## config.mk

```make
export PLATFORM = sky130hd
export DESIGN_NAME = loop_fetch_unit
export DESIGN_NICKNAME = d
export VERILOG_FILES = /design/src/rtl/lfu_pkg.sv /design/src/rtl/lfu_decode.sv /design/src/rtl/lfu_loop.sv /design/src/rtl/loop_fetch_unit.sv
export SDC_FILE = /design/constraint.sdc
export NUM_CORES = 1
export LEC_CHECK = 0
export ABC_CLOCK_PERIOD_IN_PS = 5950
export BUFFER_PORTS_ARGS = -buffer_cell sky130_fd_sc_hd__buf_2
export CAP_MARGIN = 20
export CORE_AREA = 2 2 96 98
export DETAILED_ROUTE_END_ITERATION = 12
export DIE_AREA = 0 0 98 100
export GPL_TIMING_DRIVEN = 0
export PLACE_DENSITY = 0.58
export SYNTH_ARGS = -nofsm -noshare
export SYNTH_HDL_FRONTEND = slang
export SYNTH_SLANG_ARGS = --single-unit
```

## constraint.sdc

```tcl
create_clock -name clk -period 5.95 [get_ports clk]
set_clock_uncertainty 0.05 [all_clocks]
set_input_delay 0.2975 -clock clk [delete_from_list [all_inputs] [get_ports clk]]
set_output_delay 0.2975 -clock clk [all_outputs]
set_load 0.02 [all_outputs]
```

## src/rtl/lfu_pkg.sv

```systemverilog
package lfu_pkg;
    localparam logic [3:0] OPC_NOP    = 4'h0;
    localparam logic [3:0] OPC_REPEAT = 4'h1;
    localparam logic [3:0] OPC_INIT   = 4'h2;
    localparam logic [3:0] OPC_STOP   = 4'h3;

    typedef enum logic {
        ST_RUN  = 1'b0,
        ST_HALT = 1'b1
    } lfu_state_e;
endpackage

```

## src/rtl/lfu_decode.sv

```systemverilog
module lfu_decode #(
    parameter int IW      = 16,
    parameter int AW      = 8,
    parameter int TAIL_LO = 4,
    parameter int TAIL_HI = 15
) (
    input  logic [AW-1:0] pc,
    input  logic [IW-1:0] word,
    input  logic          tail_en,
    output logic [IW-1:0] eff_word,
    output logic          is_rep,
    output logic          is_init,
    output logic          is_stop,
    output logic          rep_sel,
    output logic [AW-1:0] rep_end
);
    import lfu_pkg::*;

    localparam logic [AW-1:0] WIN_LO = AW'(TAIL_LO);
    localparam logic [AW-1:0] WIN_HI = AW'(TAIL_HI);

    logic       in_window;
    logic [3:0] opc;

    // Tail window is replaced before decode so a replaced word has no effect
    assign in_window = (pc >= WIN_LO) && (pc <= WIN_HI);
    assign eff_word  = (in_window && !tail_en) ? '0 : word;
    assign opc       = eff_word[IW-1 -: 4];

    assign is_rep  = (opc == OPC_REPEAT);
    assign is_init = (opc == OPC_INIT);
    assign is_stop = (opc == OPC_STOP);
    assign rep_sel = eff_word[AW];
    assign rep_end = eff_word[AW-1:0];
endmodule

```

## src/rtl/lfu_loop.sv

```systemverilog
module lfu_loop #(
    parameter int AW = 8,
    parameter int CW = 8
) (
    input  logic          clk,
    input  logic          rst_n,
    input  logic          clear,
    input  logic          advance,
    input  logic [AW-1:0] pc,
    input  logic          load,
    input  logic          sel,
    input  logic [AW-1:0] end_addr,
    input  logic [CW-1:0] cfg_size,
    input  logic [CW-1:0] cfg_iter,
    output logic          jump,
    output logic [AW-1:0] target
);
    logic          active_q;
    logic [AW-1:0] start_q;
    logic [AW-1:0] end_q;
    logic [CW-1:0] cnt_q;
    logic [CW-1:0] src_cnt;
    logic [CW-1:0] first_cnt;
    logic          at_end;

    assign src_cnt   = sel ? cfg_iter : cfg_size;
    assign first_cnt = (src_cnt == '0) ? CW'(1) : src_cnt;
    assign at_end    = active_q && (pc == end_q);
    assign jump      = at_end && (cnt_q > CW'(1));
    assign target    = start_q;

    always_ff @(posedge clk or negedge rst_n) begin
        if (!rst_n) begin
            active_q <= 1'b0;
            start_q  <= '0;
            end_q    <= '0;
            cnt_q    <= '0;
        end else if (clear) begin
            active_q <= 1'b0;
        end else if (advance) begin
            if (load) begin
                active_q <= 1'b1;
                start_q  <= pc + AW'(1);
                end_q    <= end_addr;
                cnt_q    <= first_cnt;
            end else if (at_end) begin
                if (cnt_q > CW'(1)) cnt_q <= cnt_q - CW'(1);
                else                active_q <= 1'b0;
            end
        end
    end
endmodule

```

## src/rtl/loop_fetch_unit.sv

```systemverilog
module loop_fetch_unit #(
    parameter int IW          = 16,
    parameter int AW          = 8,
    parameter int CW          = 8,
    parameter int TAIL_LO     = 4,
    parameter int TAIL_HI     = 15,
    parameter int RESUME_ADDR = 16
) (
    input  logic          clk,
    input  logic          rst_n,
    input  logic          tail_en,
    input  logic [CW-1:0] cfg_size,
    input  logic [CW-1:0] cfg_iter,
    input  logic          restart,
    output logic [AW-1:0] pm_addr,
    input  logic [IW-1:0] pm_data,
    output logic          iss_valid,
    output logic [AW-1:0] iss_addr,
    output logic [IW-1:0] iss_instr,
    output logic          init_strobe,
    output logic          halted
);
    import lfu_pkg::*;

    localparam logic [AW-1:0] RESUME_PC = AW'(RESUME_ADDR);

    lfu_state_e    state_q, state_d;
    logic [AW-1:0] pc_q;
    logic [IW-1:0] eff_word;
    logic          is_rep, is_init, is_stop, rep_sel;
    logic [AW-1:0] rep_end;
    logic          jump;
    logic [AW-1:0] target;
    logic          running;
    logic          resume;

    assign pm_addr = pc_q;
    assign running = (state_q == ST_RUN);
    assign resume  = (state_q == ST_HALT) && restart;
    assign halted  = (state_q == ST_HALT);

    lfu_decode #(.IW(IW), .AW(AW), .TAIL_LO(TAIL_LO), .TAIL_HI(TAIL_HI)) u_dec (
        .pc      (pc_q),
        .word    (pm_data),
        .tail_en (tail_en),
        .eff_word(eff_word),
        .is_rep  (is_rep),
        .is_init (is_init),
        .is_stop (is_stop),
        .rep_sel (rep_sel),
        .rep_end (rep_end)
    );

    lfu_loop #(.AW(AW), .CW(CW)) u_loop (
        .clk     (clk),
        .rst_n   (rst_n),
        .clear   (resume),
        .advance (running),
        .pc      (pc_q),
        .load    (is_rep),
        .sel     (rep_sel),
        .end_addr(rep_end),
        .cfg_size(cfg_size),
        .cfg_iter(cfg_iter),
        .jump    (jump),
        .target  (target)
    );

    always_comb begin
        state_d = state_q;
        unique case (state_q)
            ST_RUN:  if (is_stop) state_d = ST_HALT;
            ST_HALT: if (restart) state_d = ST_RUN;
            default: state_d = ST_RUN;
        endcase
    end

    always_ff @(posedge clk or negedge rst_n) begin
        if (!rst_n) state_q <= ST_RUN;
        else        state_q <= state_d;
    end

    always_ff @(posedge clk or negedge rst_n) begin
        if (!rst_n) begin
            pc_q        <= '0;
            iss_valid   <= 1'b0;
            iss_addr    <= '0;
            iss_instr   <= '0;
            init_strobe <= 1'b0;
        end else begin
            iss_valid   <= 1'b0;
            init_strobe <= 1'b0;
            unique case (state_q)
                ST_RUN: begin
                    iss_valid   <= 1'b1;
                    iss_addr    <= pc_q;
                    iss_instr   <= eff_word;
                    init_strobe <= is_init;
                    pc_q        <= jump ? target : pc_q + AW'(1);
                end
                ST_HALT: begin
                    if (restart) pc_q <= RESUME_PC;
                end
                default: pc_q <= pc_q;
            endcase
        end
    end
endmodule

```

After elaboration in Yosys (flattened, before gate mapping)
Cells that the tools add are included.
{"block": "op_classes", "magnitude_cmp": 3, "add_sub_neg": 2, "n_bitwise": 2, "div_mod_pow": 0, "multipliers": 0, "n_shift": 0, "n_mux": 19, "n_eq_ne": 7, "n_reduce_logical": 13}
{"operator": "8-bit two-way mux", "n": 7}
{"operator": "16-bit two-way mux", "n": 1}
{"operator": "8-bit case mux with 2 select lines", "n": 1}
{"operator": "1-bit two-way mux", "n": 9}
{"operator": "8-bit by 1-bit adder with 8-bit output (second input constant)", "n": 1}
{"operator": "4-bit by 2-bit == test with 1-bit output (second input constant)", "n": 2}
{"operator": "8-bit == test", "n": 1}
{"operator": "8-bit by 3-bit >= comparator with 1-bit output (second input constant)", "n": 1}
{"operator": "8-bit by 1-bit greater-than comparator with 1-bit output (second input constant)", "n": 1}
{"operator": "8-bit by 4-bit <= comparator with 1-bit output (second input constant)", "n": 1}
{"operator": "8-bit logical NOT", "n": 1}
{"operator": "8-bit by 1-bit subtractor with 8-bit output (second input constant)", "n": 1}
{"operator": "3-bit AND reduction", "n": 2}
{"operator": "1-bit logical AND", "n": 5}
{"operator": "4-bit by 1-bit == test with 1-bit output (second input constant)", "n": 1}
{"operator": "4-bit AND reduction", "n": 1}
{"operator": "2-bit nonzero test", "n": 2}
{"operator": "3-bit != test (second input constant)", "n": 1}
{"operator": "3-bit nonzero test", "n": 1}
{"operator": "2-bit by 1-bit != test with 1-bit output (second input constant)", "n": 1}
{"operator": "2-bit != test (second input constant)", "n": 1}
{"operator": "1-bit inverter", "n": 2}
{"operator": "1-bit case mux with 2 select lines", "n": 1}
{"operator": "1-bit logical NOT", "n": 1}
{"block": "totals", "mem_bits_rw": 0, "out_inout_bits": 35, "regBits": 60, "inputBits": 36, "latch_bits": 0, "rom_bits": 0, "memories": 0}

Logic depth before layout (Yosys ltp)
Gate-level depths: netlist of the first run.
{"block": "depth", "word_depth": 8, "depth_mapped": 10}

Cells and area by module
Synthesis of the first run repeated with hierarchy kept, for this count alone.
{"block": "hier_totals", "cells_unflattened": 333, "hier_area_um2": 3388.2}
{"module": "lfu_loop", "cells_per_inst": 184, "instances": 1, "area_per_inst_um2": 1621.6, "seq_area_each_um2": 625.6}
{"module": "loop_fetch_unit", "cells_per_inst": 113, "instances": 1, "area_per_inst_um2": 1487.7, "seq_area_each_um2": 875.8}
{"module": "lfu_decode", "cells_per_inst": 36, "instances": 1, "area_per_inst_um2": 279.0, "seq_area_each_um2": 0.0}

Worst setup path after synthesis of the first run
No wires, ideal clock.
{"block": "synth_timing", "path_kind": "flip-flop to flip-flop", "startpoint": "reg pc_q[4] (netlist: pm_addr[4])", "endpoint": "reg u_loop.cnt_q[2]", "slack_ns": 3.641, "period_less_slack_ns": 2.309, "setup_time_ns": 0.080, "arrival_ns": 2.179, "path_stages_with_launch": 8, "cell_sequence": "dfrtp_1 buf_2 or4_4 or2_1 clkbuf_2 and3_4 or4_4 o211ai_2"}
{"block": "synth_via", "elab_chain_len": 8, "elab_cells_between_ends": 15, "cone_classes": "order compare: 2; eq/ne: 2; mux: 4; reduce/logical: 7"}
{"element": "start: declaration", "line_no": "loop_fetch_unit.sv:28", "text": "logic [AW-1:0] pc_q;"}
{"element": "start signal: assignment", "line_no": "loop_fetch_unit.sv:99", "text": "pc_q <= jump ? target : pc_q + AW'(1);"}
{"element": "start signal: assignment", "line_no": "loop_fetch_unit.sv:104", "text": "default: pc_q <= pc_q;"}
{"element": "8-bit by 3-bit >= comparator with 1-bit output or 8-bit by 4-bit <= comparator with 1-bit output (tied branches)", "line_no": "lfu_decode.sv:26", "text": "assign in_window = (pc >= WIN_LO) && (pc <= WIN_HI);"}
{"element": "1-bit logical AND", "line_no": "lfu_decode.sv:26"}
{"element": "1-bit logical AND", "line_no": "lfu_decode.sv:27", "text": "assign eff_word = (in_window && !tail_en) ? '0 : word;"}
{"element": "16-bit two-way mux", "line_no": "lfu_decode.sv:27"}
{"element": "8-bit two-way mux", "line_no": "lfu_loop.sv:26", "text": "assign src_cnt = sel ? cfg_iter : cfg_size;"}
{"element": "8-bit logical NOT", "line_no": "lfu_loop.sv:27", "text": "assign first_cnt = (src_cnt == '0) ? CW'(1) : src_cnt;"}
{"element": "8-bit two-way mux", "line_no": "lfu_loop.sv:27"}
{"element": "8-bit two-way mux", "line_no": "lfu_loop.sv:41", "text": "if (load) begin"}
{"element": "end signal: assignment", "line_no": "lfu_loop.sv:45", "text": "cnt_q <= first_cnt;"}
{"element": "end signal: assignment", "line_no": "lfu_loop.sv:47", "text": "if (cnt_q > CW'(1)) cnt_q <= cnt_q - CW'(1);"}
{"element": "end: declaration", "line_no": "lfu_loop.sv:21", "text": "logic [CW-1:0] cnt_q;"}
Several ways; a longest one is shown, not always the timed one.
A chain may end at the register's enable or synchronous reset.

Worst setup path after layout of the first run
{"block": "layout_timing", "startpoint": "reg pc_q[7] (netlist: pm_addr[7])", "endpoint": "reg u_loop.start_q[7] (netlist: u_loop.target[7])"}
{"block": "layout_via", "elab_chain_len": 6, "elab_cells_between_ends": 8, "cone_classes": "add/sub: 1; order compare: 2; eq/ne: 1; mux: 1; reduce/logical: 3"}
{"element": "8-bit by 3-bit >= comparator with 1-bit output or 8-bit by 4-bit <= comparator with 1-bit output (tied branches)", "line_no": "lfu_decode.sv:26"}
{"element": "1-bit logical AND", "line_no": "lfu_decode.sv:26"}
{"element": "1-bit logical AND", "line_no": "lfu_decode.sv:27"}
{"element": "16-bit two-way mux", "line_no": "lfu_decode.sv:27"}
{"element": "4-bit by 1-bit == test with 1-bit output", "line_no": "lfu_decode.sv:30", "text": "assign is_rep = (opc == OPC_REPEAT);"}
{"element": "3-bit AND reduction (no source line)"}
{"element": "end signal: assignment", "line_no": "lfu_loop.sv:43", "text": "start_q <= pc + AW'(1);"}
{"element": "end: declaration", "line_no": "lfu_loop.sv:19", "text": "logic [AW-1:0] start_q;"}
Several ways; a longest one is shown, not always the timed one.

==> flow_summary.yaml, run 1 <==
final_layout:
  fin_area_um2: 3680
  multiInputGateArea_um2: 1390
  seq_area_um2: 1500
  final_cells: 511
  layout-drive-gt1-share: 0.265
  area_growth_pct: 21.9
  n_fill_cell: 911
  diodes: 0
  final_cell_mix: "buf_2, dfrtp_1, nand2_1"
  mostFrequentLayoutCell: "buf_2"
  num-nets-final: 437
timing:
  worstMarginPinSlew_ps: 771
  fin_tns_setup_ps: 0
  fin_crit_ps: 2610
  timing.final.crit_share: 0.438
  max_slew_margin: 0.486
  fin_hold_ws_ps: -23.3
  slew_violations: 0
  finalSetupViolCount: 0
  hold_violations: 12
  rsz0062_at_grt: "false"
  fmax_mhz: 384
clocking:
  clock_latency_ps: 330
  cts.sinks: 60
  cts_resized: 0
  cts_tree: "yes"
  cts_hold_buf: 0
  cts_root_buf: "clkbuf_8"
  clkTransAtPathRegs_ps: 70
  cts.htree.levels: 3
  post-cts-setup-buffer-count: 0
  cts_buffers: 9
  clockBufferDepth: 2
placement:
  io_buffers: 69
  dp.cells: 497
  hpwl_mm: 5.63
  dpl_cell_area_um2: 3510
  gp_congestion: 0.877
yosys:
  synth_top_area_share: 0.497
  synth_top_area_cell: "dfrtp_1"
  syn_area_per_cell_um2: 9.52
  ys_warn_count: 0
  yosysSeqAreaShare: 0.497
  synth_edf_count: 0
  syn-num-nets: 357
  synth-main-ff-cell: "dfrtp_1"
  ys_seq_elements: 60
  syn_area_um2: 3020
  synthTopCellsByArea: "dfrtp_1, nand2_1, o21ai_0"
  syn_inst: 317
  synth_cell_types: 47
  async_flop_share: 1.00
hold_path:
  hold_class: "input port to asynchronous set/reset pin"
worst_setup_path:
  required_ps: 6090
  crit_path_end_kind: "flop"
  setup.worst_path.start_class: "flop"
  critical_path_class: "flop to flop"
  cp_max_fo: 10
  arrival_ps: 2750
detailed_routing:
  ant_nets: 0
  num_vias: 2611
  wl_met1_mm: 3.73
  wl_met2_mm: 3.85
  met3_length_um: 392
  drt-total-wl_mm: 8.05
  wire_per_inst_um: 15.7
  top_layer: "met4"
  vias_per_cell: 5.11
  drt_iter0_drc: 124
  drc: 0
  dr.pass1.iters: 4
grt:
  grt_max_degree: 61
  track_usage: 0.174
  first_global_vias: 2676
  antenna_found_initial: 0
  grt_overflow: 0
  grt_pass1_wl_mm: 13.5
flow_run:
  cap_violations: 0
outcome:
  status: "finished with violations"
  violations: "hold timing"
floorplanning:
  start_util: 0.340
  die_y_um: 100
  die_area_um2: 9800
  die_x_um: 98
  fp.coreArea_um2: 8890
  ios: 71
  std_cell_rows: 35
pwr:
  p_leak_nw: 1.76
  vdd_drop_max_v: 0.000138
  p_total_mw: 1.50
  power_density_nw_per_um2: 406
==> routing by layer <==
layer  up-vias  track usage
met1      1266        0.239
met2        66        0.278
met5         -            0
met3         7       0.0320
met4         0       0.0609
li1       1272            -
==> power breakdown <==
part           internal, mW  total (mW)  switching (mW)  leakage [nW]
combinational         0.215       0.528           0.313         0.929
sequential            0.532       0.626          0.0949         0.737
clock                 0.179       0.341           0.161        0.0941
total                 0.927        1.50           0.569          1.76
==> area by class of cell <==
cell class / count / area share
multi-input cells: 227 / 0.377
well taps: 111 / 0.0377
clock buffers: 12 / 0.0449
clock inverters: 2 / 0.00272
flip-flops and latches: 60 / 0.408
repair buffers: 69 / 0.0945
plain buffers: 23 / 0.0282
inverters: 7 / 0.00714
==> per-stage QoR <==
stage          utilization  setup WS (ps)
3_3_place_gp         0.394           3390
5_1_grt              0.414           3160
3_5_place_dp         0.394           3390
2_1_floorplan            -           3640
4_1_cts              0.414           3370
6_report             0.414           3340
==> cell families (layout without fill, tap and decap cells) <==
logic type,Yosys count,in the layout,share of synthesized area
mux,19,19,0.0659
compound gates,75,75,0.155
buf+inv,30,113,0.0431
fa+ha+maj,4,4,0.0166
xor+xnor,14,14,0.0406
flops,60,60,0.497
simple gates,115,115,0.182
==> state kept, by name, summed over array words and instances, names as in the netlist <==
register	flops
u_loop.cnt_q	8
u_loop.end_q	8
iss_instr	16
pm_addr	8
iss_valid	1
u_loop.target	8
halted	1
init_strobe	1
iss_addr	8
u_loop.active_q	1
==> synthesized netlist by cell type, types with 3 or more instances <==
library cell,instances
nand2_1,57
xor2_1,5
ha_1,4
o31ai_1,5
o21ai_0,35
nor3_1,10
nor2b_1,4
dfrtp_1,60
o211ai_1,4
or3_1,3
and3_1,5
mux2_2,7
mux2i_1,12
nand2b_1,3
nand3_1,6
nor2_1,12
clkbuf_1,13
inv_1,7
a21oi_1,9
xnor2_1,9
a31oi_1,3
buf_2,7
o2bb2ai_1,4
nor4_1,5
==> critical path: stages (launching register included) <==
cell and delay [ps]:
dfrtp_1 480, or4_4 620, o211ai_1 290, nand2b_1 160, buf_2 250, clkbuf_1 440
o21ai_0 180
==> final timing paths <==
kind	from	endpoint	slack, ps	cells past startpoint
max	pm_addr[7]	u_loop.target[7]	3340	6
max reg2reg	pm_addr[7]	u_loop.target[7]	3340	6
min in group clk	pm_data[12]	init_strobe	120	2
max in group asynchronous	rst_n	iss_addr[4]	5350	1
min reg2reg	iss_addr[4]	iss_addr[4]	430	2
min	rst_n	iss_valid	-20	1
(Power assumes the default switching activity.)
==> run 2, diff against run 1 <==
--- a/config.mk
+++ b/config.mk
@@ -5,14 +5,14 @@
 export SDC_FILE = /design/constraint.sdc
 export NUM_CORES = 1
 export LEC_CHECK = 0
-export ABC_CLOCK_PERIOD_IN_PS = 5950
+export ABC_CLOCK_PERIOD_IN_PS = 2300
 export BUFFER_PORTS_ARGS = -buffer_cell sky130_fd_sc_hd__buf_2
 export CAP_MARGIN = 20
 export CORE_AREA = 2 2 96 98
 export DETAILED_ROUTE_END_ITERATION = 12
 export DIE_AREA = 0 0 98 100
 export GPL_TIMING_DRIVEN = 0
-export PLACE_DENSITY = 0.58
+export PLACE_DENSITY = 0.6
 export SYNTH_ARGS = -nofsm -noshare
 export SYNTH_HDL_FRONTEND = slang
 export SYNTH_SLANG_ARGS = --single-unit
==> constraint.sdc (replaced) <==
create_clock -name clk -period 2.3 [get_ports clk]
set_clock_uncertainty 0.05 [all_clocks]
set_input_delay 0.115 -clock clk [delete_from_list [all_inputs] [get_ports clk]]
set_output_delay 0.115 -clock clk [all_outputs]
set_load 0.02 [all_outputs]
==> flow_summary.yaml, run 2 (synthesis gave the netlist of run 1 again) <==
clocking:
  cts.htree.levels: 3
  clock_latency_ps: 340
  cts_buffers: 9
  cts_tree: "yes"
  clkTransAtPathRegs_ps: 70
  cts_root_buf: "clkbuf_8"
  clockBufferDepth: 2
  cts.sinks: 60
worst_setup_path:
  crit_path_end_kind: "flop"
  setup.worst_path.start_class: "flop"
  cp_max_fo: 7
  arrival_ps: 2460
  required_ps: 2520
  critical_path_class: "flop to flop"
final_layout:
  fin_util: 0.454
  final_cell_mix: "buf_2, nand2_1, dfrtp_1"
  layout-drive-gt1-share: 0.302
  mostFrequentLayoutCell: "buf_2"
  area_growth_pct: 33.6
  final_cells: 538
  n_fill_cell: 893
  num-nets-final: 462
  diodes: 0
  largest_reg_flops: 16
  top_register: "iss_instr"
floorplanning:
  die_y_um: 100
  die_area_um2: 9800
  std_cell_rows: 35
  ios: 71
  die_x_um: 98
  start_util: 0.340
  fp.coreArea_um2: 8890
pwr:
  p_int_mw: 2.63
  power_frac_comb: 0.344
  switching_share: 0.366
  p_seq_frac: 0.399
  clkPwrFrac: 0.257
  power_density_nw_per_um2: 1030
  switchingPower_mw: 1.52
  vdd_drop_max_v: 0.000468
  p_total_mw: 4.15
  p_leak_nw: 1.91
placement:
  gp_congestion: 0.828
  post-place-ws_ps: -231
  io_buffers: 69
  dp.cells: 498
  hpwl_mm: 5.74
grt:
  first_global_vias: 2756
  track_usage: 0.174
  antenna_found_initial: 0
  grt_pass1_wl_mm: 13.7
  grt_max_degree: 36
  grt_overflow: 0
timing:
  timing.final.crit_share: 0.974
  fmax_mhz: 446
  slew_violations: 0
  worstMarginPinSlew_ps: 844
  fin_hold_ws_ps: 1.16
  fin_crit_ps: 2240
  worst_slack_ps: 59.3
  max_slew_margin: 0.437
  rsz0062_at_grt: "true"
  finalSetupViolCount: 0
  hold_violations: 0
detailed_routing:
  drt_iter0_drc: 134
  vias_per_cell: 5.08
  ant_nets: 0
  drc: 0
  wire_per_inst_um: 15.4
  num_vias: 2731
  drt-total-wl_mm: 8.28
  dr.pass1.iters: 5
hold_path:
  hold_class: "input port to flop"
outcome:
  status: "complete, no violations"
flow_run:
  cap_violations: 0
==> run 2: changes by cell type in the layout (fill, tap and decap cells not counted), moves of 3 or more <==
cell / before / now
buf_2: 75 / 72
dfrtp_2: 0 / 4
buf_6: 0 / 3
dfrtp_1: 60 / 56
dlygate4sd3_1: 0 / 13
buf_4: 3 / 13
==> run 2: worst paths after layout <==
kind,to,depth (start not counted),slack (ps),start
setup / recovery,u_loop.cnt_q[2],5,60,pm_addr[6]
hold / removal,u_loop.end_q[7],3,1,pm_data[7]
setup reg to reg,u_loop.cnt_q[2],5,60,pm_addr[6]
hold reg to reg,iss_addr[4],2,430,iss_addr[4]
max in group asynchronous,iss_instr[2],3,1220,rst_n
min in group asynchronous,iss_valid,2,350,rst_n
==> run 2: worst max-delay path, cell delays in order (launching register included) <==
cell	delay, ps
dfrtp_2	470
or4_4	580
or2_4	310
and3_4	200
or4_4	480
o211ai_2	70
==> run 2: what timing repair did <==
action                                  4_1_cts  5_1_grt
hold buffers                                 13        0
gates resized for setup                      11        9
endpoints found under the setup margin       26       31
cloned                                        0        1
endpoints found under the hold margin        50        0
pin swaps                                     3        4
buffers inserted                              1       11
==> run 2: through the flow <==
step	instance area, µm²	setup TNS (ps)
final	4030	0
after detailed placement	3530	-2810
after CTS	3910	0
after global routing	4030	-161
after floorplan	3020	0
after global placement	3510	-2680
==> run 2: power groups by stage <==
| stage | Clock, mW | Sequential (mW) | Combinational (mW) |
|---|---|---|---|
| floorplan | 0 | 1.79 | 0.764 |
| global placement | 0 | 1.63 | 1.36 |
| detailed placement | 0 | 1.64 | 1.39 |
| CTS | 1.08 | 1.62 | 1.43 |
| global route | 1.13 | 1.71 | 1.59 |
| finish | 1.07 | 1.66 | 1.43 |
==> run 2: area by class of cell <==
class,count,area (µm²),area share
repair buffers,96,611,0.151
plain buffers,21,124,0.0307
flip-flops and latches,60,1510,0.374
clock inverters,4,72.6,0.0180
clock buffers,12,145,0.0360
well taps,111,139,0.0344
inverters,7,26.3,0.00652
multi-input cells,227,1410,0.349
==> run 2: metal layers <==
layer | part of all wire | GRT usage | wire (µm) | up-vias
met3 | 0.042 | 0.0279 | 348 | 12
met2 | 0.47 | 0.283 | 3920 | 64
met4 | 0.013 | 0.0652 | 108 | 0
li1 | - | - | - | 1320
met5 | 0 | 0 | 0 | -
met1 | 0.47 | 0.237 | 3900 | 1335
